==> src/rtl/rxp_pkg.sv <==
package rxp_pkg;
  localparam int BYTE_W = 8;

  // byte handed from the request controller to the packer
  typedef struct packed {
    logic                take;
    logic                last;
    logic [BYTE_W-1:0]   data;
  } rxp_byte_t;
endpackage

==> src/rtl/rxp_req_ctl.sv <==
module rxp_req_ctl
  import rxp_pkg::*;
#(
  parameter int CNT_W = 16
) (
  input  logic              clk,
  input  logic              rst_n,
  input  logic              req_wr,
  input  logic [CNT_W-1:0]  req_count,
  input  logic              tx_busy,
  input  logic              byte_vld,
  input  logic [BYTE_W-1:0] byte_data,
  output rxp_byte_t         byte_o,
  output logic [CNT_W-1:0]  todo,
  output logic              shift_en,
  output logic              done
);
  localparam logic [CNT_W-1:0] ONE = CNT_W'(1);

  logic [CNT_W-1:0] todo_q;
  logic             done_q;
  logic             load;
  logic             take;

  assign load = req_wr && !tx_busy;
  assign take = byte_vld && (todo_q != '0);

  always_ff @(posedge clk) begin
    if (!rst_n) begin
      todo_q <= '0;
      done_q <= 1'b0;
    end else begin
      done_q <= take && !load && (todo_q == ONE);
      if (load)      todo_q <= req_count;
      else if (take) todo_q <= todo_q - ONE;
    end
  end

  always_comb begin
    byte_o.take = take;
    byte_o.last = take && !load && (todo_q == ONE);
    byte_o.data = byte_data;
  end

  assign todo     = todo_q;
  assign shift_en = (todo_q != '0);
  assign done     = done_q;

  p_count_down_r3: assert property (@(posedge clk) disable iff (!rst_n)
    (take && !load) |=> (todo_q == $past(todo_q) - ONE));
  p_load_r2: assert property (@(posedge clk) disable iff (!rst_n)
    load |=> (todo_q == $past(req_count)));
  p_busy_ignored_r2: assert property (@(posedge clk) disable iff (!rst_n)
    (req_wr && tx_busy && !take) |=> $stable(todo_q));
  p_done_empty_r8: assert property (@(posedge clk) disable iff (!rst_n)
    done_q |-> (todo_q == '0));
endmodule

==> src/rtl/rxp_packer.sv <==
module rxp_packer
  import rxp_pkg::*;
#(
  parameter int WORD_BYTES = 4,
  parameter int BV_W       = $clog2(WORD_BYTES + 1)
) (
  input  logic                        clk,
  input  logic                        rst_n,
  input  rxp_byte_t                   byte_i,
  input  logic                        push_ready,
  output logic                        push_valid,
  output logic [WORD_BYTES*BYTE_W-1:0] push_data,
  output logic [BV_W-1:0]             byte_valid,
  output logic                        overflow,
  output logic                        rx_irq
);
  localparam int              WORD_W = WORD_BYTES * BYTE_W;
  localparam logic [BV_W-1:0] FULL   = BV_W'(WORD_BYTES);

  logic [WORD_W-1:0] acc_q, next_acc, data_q;
  logic [BV_W-1:0]   cnt_q, next_cnt, bv_q;
  logic              push_q, flush;

  // shift left so the earliest byte ends in the highest filled lane
  generate
    if (WORD_BYTES > 1) begin : g_multi
      assign next_acc = {acc_q[WORD_W-BYTE_W-1:0], byte_i.data};
    end else begin : g_single
      assign next_acc = byte_i.data;
    end
  endgenerate

  assign next_cnt = cnt_q + BV_W'(1);
  assign flush    = byte_i.take && ((next_cnt == FULL) || byte_i.last);

  always_ff @(posedge clk) begin
    if (!rst_n) begin
      acc_q  <= '0;
      cnt_q  <= '0;
      data_q <= '0;
      bv_q   <= '0;
      push_q <= 1'b0;
    end else begin
      push_q <= flush;
      if (flush) begin
        data_q <= next_acc;
        bv_q   <= (next_cnt == FULL) ? '0 : next_cnt;
        acc_q  <= '0;
        cnt_q  <= '0;
      end else if (byte_i.take) begin
        acc_q <= next_acc;
        cnt_q <= next_cnt;
      end
    end
  end

  assign push_valid = push_q;
  assign push_data  = data_q;
  assign byte_valid = bv_q;
  assign overflow   = push_q && !push_ready;
  assign rx_irq     = push_q && push_ready;

  p_fill_range_r4: assert property (@(posedge clk) disable iff (!rst_n)
    cnt_q < FULL);
  p_short_range_r5: assert property (@(posedge clk) disable iff (!rst_n)
    push_q |-> (bv_q < FULL));
  p_upper_clear_r5: assert property (@(posedge clk) disable iff (!rst_n)
    (push_q && bv_q != '0) |-> ((data_q >> (BYTE_W * bv_q)) == '0));
  p_push_follows_r4: assert property (@(posedge clk) disable iff (!rst_n)
    flush |=> push_q);
endmodule

==> src/rtl/rx_req_packer.sv <==
module rx_req_packer
  import rxp_pkg::*;
#(
  parameter int CNT_W      = 16,
  parameter int WORD_BYTES = 4,
  parameter int BV_W       = $clog2(WORD_BYTES + 1),
  parameter int WORD_W     = WORD_BYTES * 8
) (
  input  logic              clk,
  input  logic              rst_n,
  input  logic              req_wr,
  input  logic [CNT_W-1:0]  req_count,
  input  logic              tx_busy,
  output logic              shift_en,
  input  logic              byte_vld,
  input  logic [7:0]        byte_data,
  output logic              push_valid,
  input  logic              push_ready,
  output logic [WORD_W-1:0] push_data,
  output logic [BV_W-1:0]   byte_valid,
  output logic [CNT_W-1:0]  todo,
  output logic              rx_irq,
  output logic              done,
  output logic              overflow
);
  rxp_byte_t byte_w;

  rxp_req_ctl #(.CNT_W(CNT_W)) i_ctl (
    .clk(clk), .rst_n(rst_n), .req_wr(req_wr), .req_count(req_count),
    .tx_busy(tx_busy), .byte_vld(byte_vld), .byte_data(byte_data),
    .byte_o(byte_w), .todo(todo), .shift_en(shift_en), .done(done)
  );

  rxp_packer #(.WORD_BYTES(WORD_BYTES), .BV_W(BV_W)) i_pack (
    .clk(clk), .rst_n(rst_n), .byte_i(byte_w), .push_ready(push_ready),
    .push_valid(push_valid), .push_data(push_data), .byte_valid(byte_valid),
    .overflow(overflow), .rx_irq(rx_irq)
  );

  p_done_with_push_r8: assert property (@(posedge clk) disable iff (!rst_n)
    done |-> push_valid);
  p_idle_no_push_r10: assert property (@(posedge clk) disable iff (!rst_n)
    (!shift_en && !push_valid) |=> !push_valid);
endmodule

==> config.mk <==
export PLATFORM = sky130hd
export DESIGN_NAME = rx_req_packer
export DESIGN_NICKNAME = d
export VERILOG_FILES = /design/src/rtl/rxp_pkg.sv /design/src/rtl/rxp_req_ctl.sv /design/src/rtl/rxp_packer.sv /design/src/rtl/rx_req_packer.sv
export SDC_FILE = /design/constraint.sdc
export NUM_CORES = 1
export LEC_CHECK = 0
export BUFFER_PORTS_ARGS = -buffer_cell sky130_fd_sc_hd__buf_2
export CAP_MARGIN = 20
export CORE_ASPECT_RATIO = 0.9
export CORE_MARGIN = 2
export CORE_UTILIZATION = 53
export DETAILED_ROUTE_END_ITERATION = 10
export GPL_TIMING_DRIVEN = 0
export HOLD_SLACK_MARGIN = 0.15
export PLACE_DENSITY = 0.8
export SETUP_SLACK_MARGIN = 0.15
export SYNTH_ARGS = -nofsm -noshare
export SYNTH_HDL_FRONTEND = slang
export SYNTH_SLANG_ARGS = --single-unit
export TNS_END_PERCENT = 50
==> constraint.sdc <==
create_clock -name clk -period 2.3 [get_ports clk]
set_clock_uncertainty 0.15 [all_clocks]
set_input_delay 0.23 -clock clk [delete_from_list [all_inputs] [get_ports clk]]
set_output_delay 0.23 -clock clk [all_outputs]
set_load 0.05 [all_outputs]
==> flow_results.xml <==
<?xml version="1.0" encoding="UTF-8"?>
<metrics>
  <group name="outcome">
    <metric name="status" unit="">completed</metric>
  </group>
  <group name="synthesis">
    <metric name="synth_flop_cell" unit="">sky130_fd_sc_hd__dfxtp_1</metric>
    <metric name="synth_cell_type_count" unit="">46</metric>
    <metric name="post_synth_and_or_nand_nor_area_fraction" unit="%">24.5</metric>
    <metric name="share_of_synthesized_cell_area_in_full_adder_half_adder_and_majority_cells" unit="%">1.75</metric>
    <metric name="yosysTopAreaCellShare" unit="%">44.9</metric>
    <metric name="synthTopCellsByArea" unit="">sky130_fd_sc_hd__dfxtp_1 (45%), sky130_fd_sc_hd__nand2_1 (11%), sky130_fd_sc_hd__mux2i_1 (9.5%)</metric>
    <metric name="post_synthesis_xor_xnor_area_fraction" unit="%">2.70</metric>
    <metric name="synth.most_common_cell" unit="">sky130_fd_sc_hd__nand2_1</metric>
    <metric name="synth.cell_area" unit="sq um">3570</metric>
    <metric name="netlist_instances" unit="">413</metric>
    <metric name="syn_area_per_cell" unit="sq um">8.64</metric>
    <metric name="synth_top_cells_by_count" unit="">sky130_fd_sc_hd__nand2_1 (100), sky130_fd_sc_hd__dfxtp_1 (80), sky130_fd_sc_hd__a21oi_1 (42)</metric>
    <metric name="ys_seq_area_share" unit="%">44.9</metric>
    <metric name="yosys_register_bits" unit="">80</metric>
    <metric name="postSynth.asyncResetShare" unit="%">0</metric>
    <metric name="synth_top_area_cell" unit="">sky130_fd_sc_hd__dfxtp_1</metric>
    <metric name="yosys_warnings" unit="">0</metric>
    <metric name="synth-edff-count" unit="">0</metric>
    <metric name="synth.mux.area_fraction" unit="%">9.53</metric>
    <metric name="synth_top_family_by_area" unit="">simple AND/OR/NAND/NOR gates</metric>
    <metric name="synth_nets" unit="">448</metric>
    <metric name="compound_gate_portion_of_the_synthesized_area" unit="%">11.0</metric>
  </group>
  <group name="setup_path">
    <metric name="required_time_of_the_critical_path" unit="ns">2.42</metric>
    <metric name="cp_max_fo" unit="">6</metric>
    <metric name="setup.reg_to_reg.worst_slack" unit="ns">0.11</metric>
    <metric name="critPathArrivalTime" unit="ns">2.31</metric>
    <metric name="path_class" unit="">flip-flop to flip-flop</metric>
    <metric name="timing.critical_path.to_type" unit="">flip-flop</metric>
    <metric name="cp-start-kind" unit="">flip-flop</metric>
    <metric name="cp_slowest_stage_delay" unit="ns">0.44</metric>
    <metric name="startpoint_of_the_worst_slack_reg_to_reg_timing_path" unit="">i_ctl.todo[1]</metric>
    <metric name="cp_cell_sequence" unit="">inv_2, ha_4, nor4b_4, buf_4, nand4_1, nand3_2, or4_4, a31oi_1</metric>
    <metric name="critical-path-slowest-cell" unit="">sky130_fd_sc_hd__or4_4</metric>
    <metric name="worst_setup_path_startpoint" unit="">i_ctl.todo[1]</metric>
  </group>
  <group name="sta">
    <metric name="fmax" unit="MHz">457</metric>
    <metric name="worstMarginPinSlew" unit="ns">0.557</metric>
    <metric name="fin_crit_sh" unit="%">95.1</metric>
    <metric name="maxSlewViolCount" unit="">0</metric>
    <metric name="final_report_setup_violation_count" unit="">0</metric>
    <metric name="unrepaired_setup_endpoints_after_global_routing" unit="">false</metric>
    <metric name="timing.hold.ws" unit="ns">0.266</metric>
    <metric name="worst_slew_margin_rel" unit="%">62.9</metric>
    <metric name="post-route-min-period" unit="ns">2.19</metric>
    <metric name="totalNegativeSetupSlack" unit="ns">0</metric>
    <metric name="hold_viol" unit="">0</metric>
  </group>
  <group name="power">
    <metric name="leakage" unit="nW">1.97</metric>
    <metric name="vdd.ir_drop.worst" unit="mV">0.441</metric>
    <metric name="power_density" unit="nW/um^2">737</metric>
  </group>
  <group name="placed_design">
    <metric name="port_buffers" unit="">85</metric>
    <metric name="place_hpwl" unit="mm">6.12</metric>
    <metric name="gp_routability_congestion" unit="">0.890</metric>
  </group>
  <group name="clock_tree">
    <metric name="htree_num_levels" unit="">3</metric>
    <metric name="worstSkewPairLatency" unit="ns">0.36</metric>
    <metric name="cts_buffer_depth" unit="">2</metric>
    <metric name="clock-root-buffer" unit="">sky130_fd_sc_hd__clkbuf_8</metric>
    <metric name="number_of_clock_sinks" unit="">80</metric>
    <metric name="cts_tree" unit="">built</metric>
    <metric name="number_of_buffers_inserted_during_clock_tree_synthesis" unit="">9</metric>
    <metric name="cts.clk_slew.worst_paths" unit="ns">0.08</metric>
  </group>
  <group name="detailed_routing">
    <metric name="ant_nets" unit="">0</metric>
    <metric name="routed-via-count" unit="">3519</metric>
    <metric name="detail_route.drc_violations" unit="">0</metric>
    <metric name="routed_wire_length_per_instance" unit="um">15.8</metric>
    <metric name="route.final.wire_length" unit="mm">10.2</metric>
    <metric name="post_drt_via_cell_ratio" unit="">5.49</metric>
    <metric name="detailedRoute.firstPassIterationCount" unit="">5</metric>
    <metric name="drt_iter0_markers" unit="">202</metric>
  </group>
  <group name="grt">
    <metric name="antenna_found_initial" unit="">0</metric>
    <metric name="grt_first_pass_wirelength" unit="mm">15.6</metric>
    <metric name="via_count_of_the_first_global_routing_pass" unit="">3275</metric>
    <metric name="track_usage" unit="%">26.6</metric>
    <metric name="grt_max_degree" unit="">15</metric>
    <metric name="grt-ovfl-total" unit="">0</metric>
  </group>
  <group name="die">
    <metric name="floorplan.initialDensity" unit="%">54.5</metric>
    <metric name="boundaryPins" unit="">86</metric>
    <metric name="placeableCoreArea" unit="sq um">6550</metric>
    <metric name="core.rowCount" unit="">28</metric>
    <metric name="die_y" unit="um">81.9</metric>
    <metric name="chipWidth" unit="um">90.5</metric>
    <metric name="die-area" unit="sq um">7410</metric>
  </group>
  <group name="cells_and_area">
    <metric name="seqCellArea" unit="sq um">1620</metric>
    <metric name="post_route_cells_drive_above_1_share" unit="%">27.0</metric>
    <metric name="fillers" unit="">487</metric>
    <metric name="finish.net_count" unit="">581</metric>
    <metric name="relative_area_change_from_synthesis_to_final_layout" unit="%">34.6</metric>
    <metric name="multi_input_comb_area" unit="sq um">1820</metric>
    <metric name="antenna_cells_inserted" unit="">0</metric>
  </group>
  <group name="worst_hold_path">
    <metric name="min_path_type" unit="">input port to flip-flop</metric>
    <metric name="hold_path_startpoint" unit="">req_wr</metric>
  </group>
  <group name="job">
    <metric name="count_of_max_cap_constraint_violations" unit="">0</metric>
  </group>
</metrics>
## worst max-delay path, delay by kind of cell (launching register included)
kind | cells | cell delay [ns]
buffers and inverters | 2 | 0.22
AO/OA/AOI/OAI | 1 | 0.23
flip-flops | 1 | 0.38
AND/OR/NAND/NOR | 4 | 0.95
adder cells (fa/ha/maj) | 1 | 0.17
## through the flow
step	total power, mW	setup slack, ns	util, %	std cells	cell area, sq um
2_1_floorplan	1.95	0.141	-	413	3610
3_3_place_gp	2.08	0.197	63.3	588	4150
3_5_place_dp	2.09	0.0809	63.3	588	4150
4_1_cts	3.48	0.132	71.6	632	4690
5_1_grt	3.68	0.0203	73.4	641	4810
6_report	3.54	0.112	73.4	641	4810
## flip-flops by register name, indices dropped and copies added (netlist names)
signal	count
i_pack.cnt_q	3
i_ctl.done	1
i_pack.push_data	32
i_ctl.todo	16
i_pack.push_valid	1
i_pack.byte_valid	3
i_pack.acc_q	24
## area by class of cell
cell class	instances	share of cell area, %
flip-flops and latches	80	33.7
well taps	90	2.34
multi-input cells	299	37.9
clock buffers	9	2.58
clock inverters	7	2.99
repair buffers	122	16.2
plain buffers	29	3.98
inverters	5	0.391
## placed cells by master, fill, tap and decap left out, types with 4 or more instances in the layout
cell type and n:
sky130_fd_sc_hd__nand2_1 100, sky130_fd_sc_hd__o21ai_0 14, sky130_fd_sc_hd__mux2i_1 34, sky130_fd_sc_hd__dfxtp_2 7
sky130_fd_sc_hd__buf_4 15, sky130_fd_sc_hd__dlygate4sd3_1 26, sky130_fd_sc_hd__a21oi_1 42, sky130_fd_sc_hd__clkbuf_1 16
sky130_fd_sc_hd__nand3_1 33, sky130_fd_sc_hd__dfxtp_1 71, sky130_fd_sc_hd__clkbuf_8 9, sky130_fd_sc_hd__ha_1 4
sky130_fd_sc_hd__xor2_1 8, sky130_fd_sc_hd__nor3_1 6, sky130_fd_sc_hd__nor2_1 11, sky130_fd_sc_hd__bufinv_16 4
sky130_fd_sc_hd__buf_2 85
## power breakdown
group / switching [mW] / leakage (nW) / internal [mW] / total, mW
Sequential: 0.0808 / 0.654 / 1.44 / 1.52
Combinational: 0.406 / 1.19 / 0.255 / 0.661
Clock: 0.525 / 0.126 / 0.832 / 1.36
## kinds of logic (layout without fill, tap and decap cells)
group                      Yosys count  in the layout
AOI/OAI and AO/OA                   70             70
xor gates and xnor gates            11             11
adders and majority gates            5              5
buffers and inverters               34            172
DFF                                 80             80
muxes                               34             34
and+or+nand+nor                    179            179
## worst paths after layout
check,cells after the start,to
hold reg to reg,2,i_pack.acc_q[22]
hold / removal,5,i_ctl.todo[2]
setup / recovery,8,i_ctl.todo[6]
setup reg to reg,8,i_ctl.todo[6]
## routing by layer
layer | share of wire, % | GRT usage (%) | vias up | wire length [um]
met5 | 0 | 0 | - | 0
met4 | 3.2 | 12.2 | 0 | 324
met3 | 7.8 | 8.44 | 33 | 794
met2 | 47 | 43.8 | 171 | 4800
met1 | 42 | 32.1 | 1629 | 4230
li1 | - | - | 1686 | -
## repair_timing
action                                 4_1_cts  5_1_grt
pin swaps                                    0        7
setup endpoints to repair                   17       56
hold buffers                                26        0
endpoints found under the hold margin       33        0
setup buffers                                2        9
gates resized for setup                      0       16
No activity file was read; power rests on OpenSTA's default activity.
